File: src/rtl/mixmul_pkg.sv
package mixmul_pkg;

  typedef enum logic [2:0] {
    MODE_SS     = 3'd0,
    MODE_UU     = 3'd1,
    MODE_UA_SB  = 3'd2,
    MODE_SA_UB  = 3'd3,
    MODE_S_LIT  = 3'd4,
    MODE_U_LIT  = 3'd5,
    MODE_BYTE   = 3'd6,
    MODE_NONE   = 3'd7
  } mul_mode_e;

  // How one factor is widened before the signed core
  typedef enum logic [2:0] {
    EXT_SIGN,
    EXT_ZERO,
    EXT_LOW_BYTE,
    EXT_LIT,
    EXT_KILL
  } ext_sel_e;

  typedef struct packed {
    ext_sel_e a;
    ext_sel_e b;
  } ext_plan_t;

  function automatic ext_plan_t plan_for(input logic [2:0] code);
    ext_plan_t p;
    case (code)
      MODE_SS:    p = '{a: EXT_SIGN,     b: EXT_SIGN};
      MODE_UU:    p = '{a: EXT_ZERO,     b: EXT_ZERO};
      MODE_UA_SB: p = '{a: EXT_ZERO,     b: EXT_SIGN};
      MODE_SA_UB: p = '{a: EXT_SIGN,     b: EXT_ZERO};
      MODE_S_LIT: p = '{a: EXT_SIGN,     b: EXT_LIT};
      MODE_U_LIT: p = '{a: EXT_ZERO,     b: EXT_LIT};
      MODE_BYTE:  p = '{a: EXT_LOW_BYTE, b: EXT_LOW_BYTE};
      default:    p = '{a: EXT_KILL,     b: EXT_KILL};
    endcase
    return p;
  endfunction

endpackage

File: src/rtl/mixmul_widen.sv
module mixmul_widen
  import mixmul_pkg::*;
#(
  parameter int DATA_W = 16,
  parameter int LIT_W  = 5,
  parameter int BYTE_W = 8,
  localparam int EXT_W = DATA_W + 1
) (
  input  logic [DATA_W-1:0] data,
  input  logic [LIT_W-1:0]  lit,
  input  ext_sel_e          sel,
  output logic [EXT_W-1:0]  wide
);

  always_comb begin
    wide = '0;
    case (sel)
      EXT_SIGN:     wide = {data[DATA_W-1], data};
      EXT_ZERO:     wide = {1'b0, data};
      EXT_LOW_BYTE: wide[BYTE_W-1:0] = data[BYTE_W-1:0];
      EXT_LIT:      wide[LIT_W-1:0] = lit;
      default:      wide = '0;
    endcase
  end

endmodule

File: src/rtl/mixmul_core.sv
module mixmul_core #(
  parameter int EXT_W = 17,
  localparam int CORE_W = 2 * EXT_W
) (
  input  logic [EXT_W-1:0]  a,
  input  logic [EXT_W-1:0]  b,
  output logic [CORE_W-1:0] p
);

  logic signed [CORE_W-1:0] sa, sb;

  always_comb begin
    sa = CORE_W'($signed(a));
    sb = CORE_W'($signed(b));
    p  = sa * sb;
  end

endmodule

File: src/rtl/mixsign_mul.sv
module mixsign_mul
  import mixmul_pkg::*;
#(
  parameter int DATA_W = 16,
  parameter int LIT_W  = 5,
  parameter int BYTE_W = 8,
  localparam int EXT_W  = DATA_W + 1,
  localparam int CORE_W = 2 * EXT_W,
  localparam int PROD_W = 2 * DATA_W
) (
  input  logic              clk,
  input  logic              rst_n,
  input  logic              in_valid,
  input  logic [2:0]        mode,
  input  logic [DATA_W-1:0] op_a,
  input  logic [DATA_W-1:0] op_b,
  input  logic [LIT_W-1:0]  op_lit,
  output logic [PROD_W-1:0] product,
  output logic              prod_valid
);

  ext_plan_t plan;
  assign plan = plan_for(mode);

  logic [DATA_W-1:0] src [2];
  ext_sel_e          sel [2];
  logic [EXT_W-1:0]  ext [2];

  assign src[0] = op_a;
  assign src[1] = op_b;
  assign sel[0] = plan.a;
  assign sel[1] = plan.b;

  for (genvar g = 0; g < 2; g++) begin : g_widen
    mixmul_widen #(.DATA_W(DATA_W), .LIT_W(LIT_W), .BYTE_W(BYTE_W)) u_widen (
      .data (src[g]),
      .lit  (op_lit),
      .sel  (sel[g]),
      .wide (ext[g])
    );
  end

  // Named internal events for the checks below
  logic [EXT_W-1:0]  a_ext, b_ext;
  logic [CORE_W-1:0] core_p;
  assign a_ext = ext[0];
  assign b_ext = ext[1];

  mixmul_core #(.EXT_W(EXT_W)) u_core (
    .a (a_ext),
    .b (b_ext),
    .p (core_p)
  );

  always_ff @(posedge clk) begin
    if (!rst_n) begin
      product    <= '0;
      prod_valid <= 1'b0;
    end else begin
      prod_valid <= in_valid;
      if (in_valid) product <= core_p[PROD_W-1:0];
    end
  end

  a_r2_strobe_rise: assert property (@(posedge clk) disable iff (!rst_n)
    in_valid |=> prod_valid);
  a_r2_strobe_drop: assert property (@(posedge clk) disable iff (!rst_n)
    !in_valid |=> !prod_valid);
  a_r3_hold: assert property (@(posedge clk) disable iff (!rst_n)
    !in_valid |=> $stable(product));
  a_r4_sign_copy: assert property (@(posedge clk) disable iff (!rst_n)
    (mode == MODE_SS) |-> (a_ext[EXT_W-1] == op_a[DATA_W-1] && b_ext[EXT_W-1] == op_b[DATA_W-1]));
  a_r5_zero_top: assert property (@(posedge clk) disable iff (!rst_n)
    (mode == MODE_UU) |-> (!a_ext[EXT_W-1] && !b_ext[EXT_W-1]));
  a_r8_lit_zext: assert property (@(posedge clk) disable iff (!rst_n)
    (mode == MODE_S_LIT || mode == MODE_U_LIT) |-> (b_ext == EXT_W'(op_lit)));
  a_r10_byte_clear: assert property (@(posedge clk) disable iff (!rst_n)
    (mode == MODE_BYTE) |-> (a_ext[EXT_W-1:BYTE_W] == '0 && b_ext[EXT_W-1:BYTE_W] == '0));
  a_r11_kill: assert property (@(posedge clk) disable iff (!rst_n)
    (in_valid && mode == MODE_NONE) |=> (product == '0));
  a_r12_fits: assert property (@(posedge clk) disable iff (!rst_n)
    core_p[CORE_W-1] == core_p[CORE_W-2]);

endmodule

File: config.mk
export PLATFORM = sky130hd
export DESIGN_NAME = mixsign_mul
export DESIGN_NICKNAME = d
export VERILOG_FILES = /design/src/rtl/mixmul_pkg.sv /design/src/rtl/mixmul_widen.sv /design/src/rtl/mixmul_core.sv /design/src/rtl/mixsign_mul.sv
export SDC_FILE = /design/constraint.sdc
export NUM_CORES = 1
export LEC_CHECK = 0
export BUFFER_PORTS_ARGS = -buffer_cell sky130_fd_sc_hd__buf_2
export CAP_MARGIN = 20
export CORE_MARGIN = 3
export CORE_UTILIZATION = 58
export DETAILED_ROUTE_END_ITERATION = 16
export PLACE_DENSITY = 0.8
export SETUP_SLACK_MARGIN = 0.05
export SYNTH_ARGS = -nofsm -noshare
export SYNTH_HDL_FRONTEND = slang
export SYNTH_SLANG_ARGS = --single-unit
File: constraint.sdc
create_clock -name clk -period 7.05 [get_ports clk]
set_clock_uncertainty 0.05 [all_clocks]
set_input_delay 0 -clock clk [delete_from_list [all_inputs] [get_ports clk]]
set_output_delay 0 -clock clk [all_outputs]
set_load 0.02 [all_outputs]
Word-level counts from Yosys, hierarchy flattened --
Index checks and enable logic that the tools add are counted.
Operators by class: equality and inequality tests 12, $add $sub $neg 0, div/mod/pow operators 0, bitwise operators 0, reduce and logical (&&, ||, !) cells 5, multiply operators 1, $lt $le $gt $ge 0, muxes and demuxes 7, shift-type cells 0
Operator list (number):
- $pmux 6 s7 | 1
- $pmux 9 s2 | 2
- $mul 17x17->32 | 1
- $pmux 5 s2 | 2
- $eq 3x2->1 const B | 6
- $eq 3x1->1 const B | 3
- $eq 3x3->1 const B | 3
- $logic_not 3->1 | 3
- $mux 3 | 2
- $reduce_or 3->1 | 2
Storage, ports and cells: logic and storage cells 27, latch bits 0, memories 0, bits of input ports 43, memory bits (writable) 0, register bits after elaboration 33, memory bits (read-only) 0, output and inout port bits 33

Longest topological paths before layout --
Gate-level depths: netlist of the first run.
depth after elaboration 6, depth in mapped cells 27, gate-level depth less buffers 25

By module --
From an unflattened synthesis of the first run, not the netlist that was laid out.
Second synthesis, totals: cells, all modules 1378, area total of the unflattened synthesis 12788.5 sq um
By module, submodules not included:
- mixmul_core | area an instance 11015.6 sq um, instances 1, cells each 1202
- mixsign_mul | area an instance 1317.5 sq um, instances 1, cells each 112
- mixmul_widen | area an instance 227.7 sq um, instances 2, cells each 32

Least setup slack after synthesis of the first run --
No wires, ideal clock.
path type in2reg, start point input mode[1], end point register product[31], stages on the path 23, library setup time 0.064 ns, buffers on the path 2, data arrival time 6.482 ns, setup slack 0.454 ns, path through clkbuf_1 > inv_1 > o21ai_1 > clkbuf_1 > a22o_1 > nand2_1 > fa_1 > inv_1 > fa_1 > inv_1 > fa_1 > fa_1 > fa_1 > fa_1 > inv_1 > ha_1 > and3_1 > and4_1 > nand4_1 > a21oi_2 > o31a_1 > or4b_1 > nand4_1
Between the ends: longest elaborated chain between the ends 6, elaborated cells on any way between the ends 25, classes of those cells 1 x mul; 12 x eq/ne; 7 x mux; 5 x reduce/logical
RTL lines:
- start, declared | line mixsign_mul.sv:14 | input logic [2:0] mode,
- $eq 3x3->1, or another cell as far along | line mixmul_pkg.sv:30 | case (code)
- $pmux 6 s7 * | line mixmul_pkg.sv:30
- $eq 3x2->1, or another cell as far along | line mixmul_widen.sv:17 | case (sel)
- $reduce_or 3->1 (no line)
- $pmux 5 s2 or $mux 3 (tied branches) | line mixmul_widen.sv:17
- $mul 17x17->32 * | line mixmul_core.sv:15 | p = sa * sb;
- end signal, assigned | line mixsign_mul.sv:61 | if (in_valid) product <= core_p[PROD_W-1:0];
- end, declared | line mixsign_mul.sv:18 | output logic [PROD_W-1:0] product,
Every way passes the cells marked *; elsewhere a longest branch is shown, timed or not. A chain may end at the register's enable or synchronous reset.

Worst setup path after layout of the first run --
start point input mode[2], end point register product[31]
Same word-level chain as after synthesis.

==> results of run 1 <==
[worst max-delay path, stage by stage]
cell and delay [ns]:
buf_2 0.26, nor2b_1 0.38, buf_4 0.22, a22o_1 0.30, nand2_1 0.11, fa_1 0.59, inv_1 0.15, fa_1 0.59
inv_1 0.13, fa_1 0.51, fa_1 0.56, fa_1 0.42, fa_1 0.49, inv_1 0.04, ha_1 0.33, and3_1 0.19
and4_1 0.26, nand4_1 0.13, a21oi_2 0.05, o31a_1 0.34, or4b_1 0.51, nand4_1 0.10
[registers in the layout (all words and copies together), names as in the netlist]
signal	flops
product	32
prod_valid	1
[synthesized netlist by cell type, types with 5 or more instances]
master and number:
and2_1 45, o21a_1 9, clkbuf_1 46, xnor2_1 12
and3_1 8, nor3_1 15, nand2_1 139, a21o_1 10
ha_1 82, o21ai_0 16, xor2_1 5, nand3_1 31
nor2_1 157, a22o_1 5, inv_1 328, mux2i_1 6
or3_1 6, a22oi_1 5, nor2b_1 11, a211oi_1 6
dfxtp_1 33, a21oi_1 28, nand4_1 5, fa_1 282
[per-layer routing]
layer	track usage [%]	vias to the layer above
met4	9.47	0
met3	3.56	93
met5	0	-
met2	47.5	456
li1	-	4239
met1	43.4	4653
[per-stage QoR]
| step | utilization, % | power, mW | area (um2) | setup WS [ns] |
|---|---|---|---|---|
| global placement | 63.9 | 4.60 | 12700 | 0.411 |
| finish | 64.6 | 5.00 | 12800 | 0.525 |
| floorplan | - | 3.49 | 11900 | 0.454 |
| detailed placement | 63.9 | 4.67 | 12700 | 0.352 |
| global route | 64.6 | 5.52 | 12800 | 0.263 |
| CTS | 64.6 | 4.96 | 12800 | 0.604 |
[where the power goes]
group,leakage (nW),switching (mW),internal (mW)
registers,0.272,0.0286,0.250
logic,6.34,2.70,1.81
clock network,0.0690,0.0764,0.138
total,6.68,2.80,2.20
[final timing paths]
path,startpoint,end,cells after the start
hold reg to reg,product[8],product[8],2
hold / removal,rst_n,product[21],2
setup reg to reg,product[25],product[25],2
setup / recovery,mode[2],product[31],22
[kinds of logic after synthesis]
kind of cell    count (synthesis)  share of synthesized area [%]
buf+inv                       381                           12.0
compound gates                127                           7.85
mux                             6                          0.504
fa+ha+maj                     364                           56.0
simple gates                  433                           16.3
flops                          33                           5.55
xor+xnor                       20                           1.82
[layout make-up]
cell class | instances | area (um2) | area share [%]
Multi-Input combinational cell | 950 | 9820 | 76.6
Inverter | 330 | 1240 | 9.66
Sequential cell | 33 | 661 | 5.15
Timing Repair Buffer | 108 | 623 | 4.86
Tap cell | 265 | 332 | 2.59
Clock buffer | 6 | 139 | 1.08
Clock inverter | 1 | 7.51 | 0.0586
==> summary.txt, run 1 <==
Synth async-reset ratio: 0%
syn_nets: 1,771
worst min-delay path class: primary input to flip-flop
count of pins on the block boundary: 76
number of cells in the finished layout apart from fillers: 1,693
drt total wl: 31,100 um
first-pass GRT wire length: 52,700 um
min cycle time layout: 6.53 ns
number of inserted filler cells in the final layout: 1,660
Routed wire per std cell: 18.4 um
maximum clock path buffer count: 2
CP endpoint kind: flip-flop
combined global-route utilization of all metal layers: 29.9%
Syn Area/Cell: 8.73 um2
number of buffers inserted for hold repair after clock tree synthesis: 0
wire length the detailed router placed on met1: 13,100 um
detailed route wirelength on metal3: 2560 um
CP Class: primary input to flip-flop
count of warnings emitted by yosys: 0
detail-routed via count per cell: 5.58
H-Tree Level Count: 2
data arrival time of the worst path: 6.69 ns
Worst R2R Setup Slack: 6.10 ns
HPWL after detailed placement: 27,100 um
largest vdd supply drop: 503 uV
width of the die: 149 um
leakage power: 6.68 nW
number of clock sinks: 33
top cell type's share of synthesized area: 47.4%
number of antenna cells inserted: 0
setup-violating endpoint count in the final report: 0
TritonCTS clock tree: yes
kind of start point of the critical path: primary input
Fin Setup TNS: 0 ns
worst-case hold slack: 0.0133 ns
vias in the first global route: 10,200
run status: finished clean
maximum capacitance violations: 0
placed insts: 1,686
leading cell types in the layout, fill and taps excluded: inv_1, fa_1, nor2_1, nand2_1, ha_1
synthesized instance count: 1,364
Congestion Overflow GR: 0
share of the cycle needed by the critical path after routing: 92.6%
Cell Area, Synth: 0.0119 mm2
number of DRC markers in iteration 0: 809
largest fanout on the critical path: 15
layout-stage area growth over the synthesis result: 7.61%
uppermost metal layer occupied by signal nets: met4
Post-synth top flop: dfxtp_1
pwr/cell area: 390 mW/mm2
Post CTS Setup Buffer Count: 0
via count: 9,441
Die Height: 149 um
initial cell density of the core: 60.0%
insertion delay of the later-clocked pin in the worst-skew pair: 0.27 ns
number of antenna violations at the first check in global routing: 0
quantity of I/O buffers inserted on ports: 75
Final nets: 1,835
wire length on met2: 14,400 um
Placement Rows: 51
count of cell types in the netlist: 65
Slew HR: 47.1%
upper clock frequency limit: 153 MHz
buffer type at the clock tree root: clkbuf_16
unrepaired setup endpoints after global routing: false
most common cell after layout, fill and taps aside: inv_1
sequential share of the synthesized area: 5.55%
area leader, netlist: fa_1
overall die area: 0.0223 mm2
top cells by area, synth: fa_1, inv_1, ha_1
fraction of final layout cells with drive strength greater than 1: 8.96%
largest net degree at the start of global routing: 21
core area: 0.0198 mm2
PostCTS Resize Cnt: 0
placer congestion estimate: 1.04
First-pass DRT Iterations: 5
total clock buffers created by CTS: 5
endpoints failing hold: 0
number of enable flip-flop cells after synthesis: 0
endpoint required time on the critical path: 7.21 ns
antenna violation net count after detailed routing: 0
flip-flop and latch count after synthesis: 33
slew at the pin with the worst max-slew slack: 0.791 ns
# DRC: 0
Final Max Tran Viols: 0
clk slew on worst S/H paths: 0.05 ns
(Power assumes the default switching activity.)
==> run 2: changes to the inputs <==
--- a/config.mk
+++ b/config.mk
@@ -8,9 +8,9 @@
 export BUFFER_PORTS_ARGS = -buffer_cell sky130_fd_sc_hd__buf_2
 export CAP_MARGIN = 20
 export CORE_MARGIN = 3
-export CORE_UTILIZATION = 58
+export CORE_UTILIZATION = 50
 export DETAILED_ROUTE_END_ITERATION = 16
-export PLACE_DENSITY = 0.8
+export PLACE_DENSITY = 0.7
 export SETUP_SLACK_MARGIN = 0.05
 export SYNTH_ARGS = -nofsm -noshare
 export SYNTH_HDL_FRONTEND = slang
==> run 2 against run 1 <==
Compared with the run above: clock power up 36%; combinational power fell by 1%; via count fell by 0.88%; first-iteration DRC count shrank 4.2%; maximum frequency is 1.2% higher; hold slack lost 0.0054 ns; total power is 0.38% higher; global-route usage decreased by 4.9 points; critical endpoint unchanged.
==> summary.txt, run 2 (synthesis results as in run 1) <==
run status: finished clean
unrepaired setup endpoints after global routing: false
final design utilization: 56.0%
buffer type at the clock tree root: clkbuf_16
cell with the most instances on the worst path: fa_1
share of the cycle needed by the critical path after routing: 91.5%
data arrival time of the worst path: 6.62 ns
CP endpoint kind: flip-flop
first-pass GRT wire length: 52,100 um
# DRC: 0
First-pass DRT Iterations: 6
upper clock frequency limit: 155 MHz
drt total wl: 30,500 um
kind of start point of the critical path: primary input
placer congestion estimate: 0.992
launch instance of the worst min-delay path: rst_n
maximum clock path buffer count: 2
largest fanout on the critical path: 21
Die Height: 160 um
combined global-route utilization of all metal layers: 25.0%
Final nets: 1,833
combined area of the multi-input logic cells: 0.00982 mm2
TritonCTS clock tree: yes
register name with the most flops: product
endpoints failing hold: 0
maximum capacitance violations: 0
clk slew on worst S/H paths: 0.06 ns
Slew HR: 43.0%
registers with the most flip-flops: product: 32 flops, prod_valid: 1 flops
launching instance or port of the critical path: mode[2]
slew at the pin with the worst max-slew slack: 0.853 ns
number of inserted filler cells in the final layout: 2,126
Final Max Tran Viols: 0
Critical Path, Cell by Cell: buf_2 > buf_4 > nand2_1 > buf_4 > nand2_1 > nor2_1 > fa_1 > inv_1 > fa_1 > fa_1 > inv_1 > fa_1 > fa_1 > inv_1 > fa_1 > inv_1 > ha_1 > and2_2 > o211a_1 > a221oi_2 > a21oi_2 > o31a_1 > or4b_1 > nand4_1
worst min-delay path class: primary input to flip-flop
Post CTS Setup Buffer Count: 0
Worst R2R Setup Slack: 6.12 ns
count of pins on the block boundary: 76
leading cell types in the layout, fill and taps excluded: inv_1, fa_1, nor2_1, nand2_1, ha_1
number of clock sinks: 33
insertion delay of the later-clocked pin in the worst-skew pair: 0.28 ns
leakage power: 6.70 nW
Storage cell area: 661 um2
gate family responsible for the most delay along the worst path: adder cells
Congestion Overflow GR: 0
largest net degree at the start of global routing: 22
Fin Setup TNS: 0 ns
detail-routed via count per cell: 5.38
number of antenna violations at the first check in global routing: 0
quantity of I/O buffers inserted on ports: 75
initial cell density of the core: 51.7%
max FFs per register: 32
number of DRC markers in iteration 0: 775
width of the die: 160 um
H-Tree Level Count: 2
vias in the first global route: 9,823
number of buffers inserted for hold repair after clock tree synthesis: 0
pwr/cell area: 388 mW/mm2
highest-delay cell along the critical path: fa_1
antenna violation net count after detailed routing: 0
total clock buffers created by CTS: 5
buffers plus inverters on the worst setup path: 7
via count: 9,358
overall die area: 0.0257 mm2
largest vdd supply drop: 355 uV
setup-violating endpoint count in the final report: 0
R2R Path Start: product[25]
fraction of final layout cells with drive strength greater than 1: 8.90%
endpoint required time on the critical path: 7.22 ns
core area: 0.0231 mm2
PostCTS Resize Cnt: 0
Placement Rows: 55
layout-stage area growth over the synthesis result: 8.39%
CP Class: primary input to flip-flop
HPWL after detailed placement: 26,700 um
number of antenna cells inserted: 0
maximum cell stage delay along the critical path: 0.52 ns
most common cell after layout, fill and taps aside: inv_1
Routed wire per std cell: 17.5 um
min cycle time layout: 6.45 ns
## run 2: stage by stage
step                      setup WS, ns  cell area [um2]  instances  hold slack, ns  power (mW)
final                            0.601            12900       1740         0.00783        5.02
after CTS                        0.656            12900       1740         0.00445        5.00
after detailed placement         0.382            12700       1732           0.299        4.66
after global placement           0.432            12700       1732           0.289        4.62
after floorplan                  0.454            11900       1364           0.289        3.49
after global routing             0.267            12900       1740          0.0210        5.60
## run 2: power by group
part	total [mW]	leakage, nW	internal (mW)	switching, mW
Sequential	0.277	0.272	0.249	0.0279
Combinational	4.45	6.33	1.79	2.66
Clock	0.292	0.0944	0.204	0.0883
Total	5.02	6.70	2.24	2.78
## run 2: worst register-to-register path: cells and delay by family (launching register included)
family	cells	cell delay, ns
DFF	1	0.31
AOI/OAI and AO/OA	2	0.46
## run 2: cell type report
class / count / share of cell area (%)
repair buffers: 106 / 4.71
well taps: 313 / 3.03
clock inverters: 3 / 0.533
multi-input cells: 950 / 76.0
flip-flops and latches: 33 / 5.12
inverters: 330 / 9.59
clock buffers: 5 / 0.969
## run 2: path summary, 6_finish.rpt
path / endpoint / depth (start not counted)
worst max-delay path: product[31] / 24
worst min-delay path: product[21] / 2
worst max register to register: product[25] / 2
worst min register to register: product[8] / 2
## run 2: layer usage
layer  up-vias  share of wire [%]  GRT usage (%)
met1      4708                 42           35.5
met2       363                 48           40.9
met5         -                  0              0
li1       4232                  -              -
met3        55                8.2           5.00
met4         0                2.1           4.22
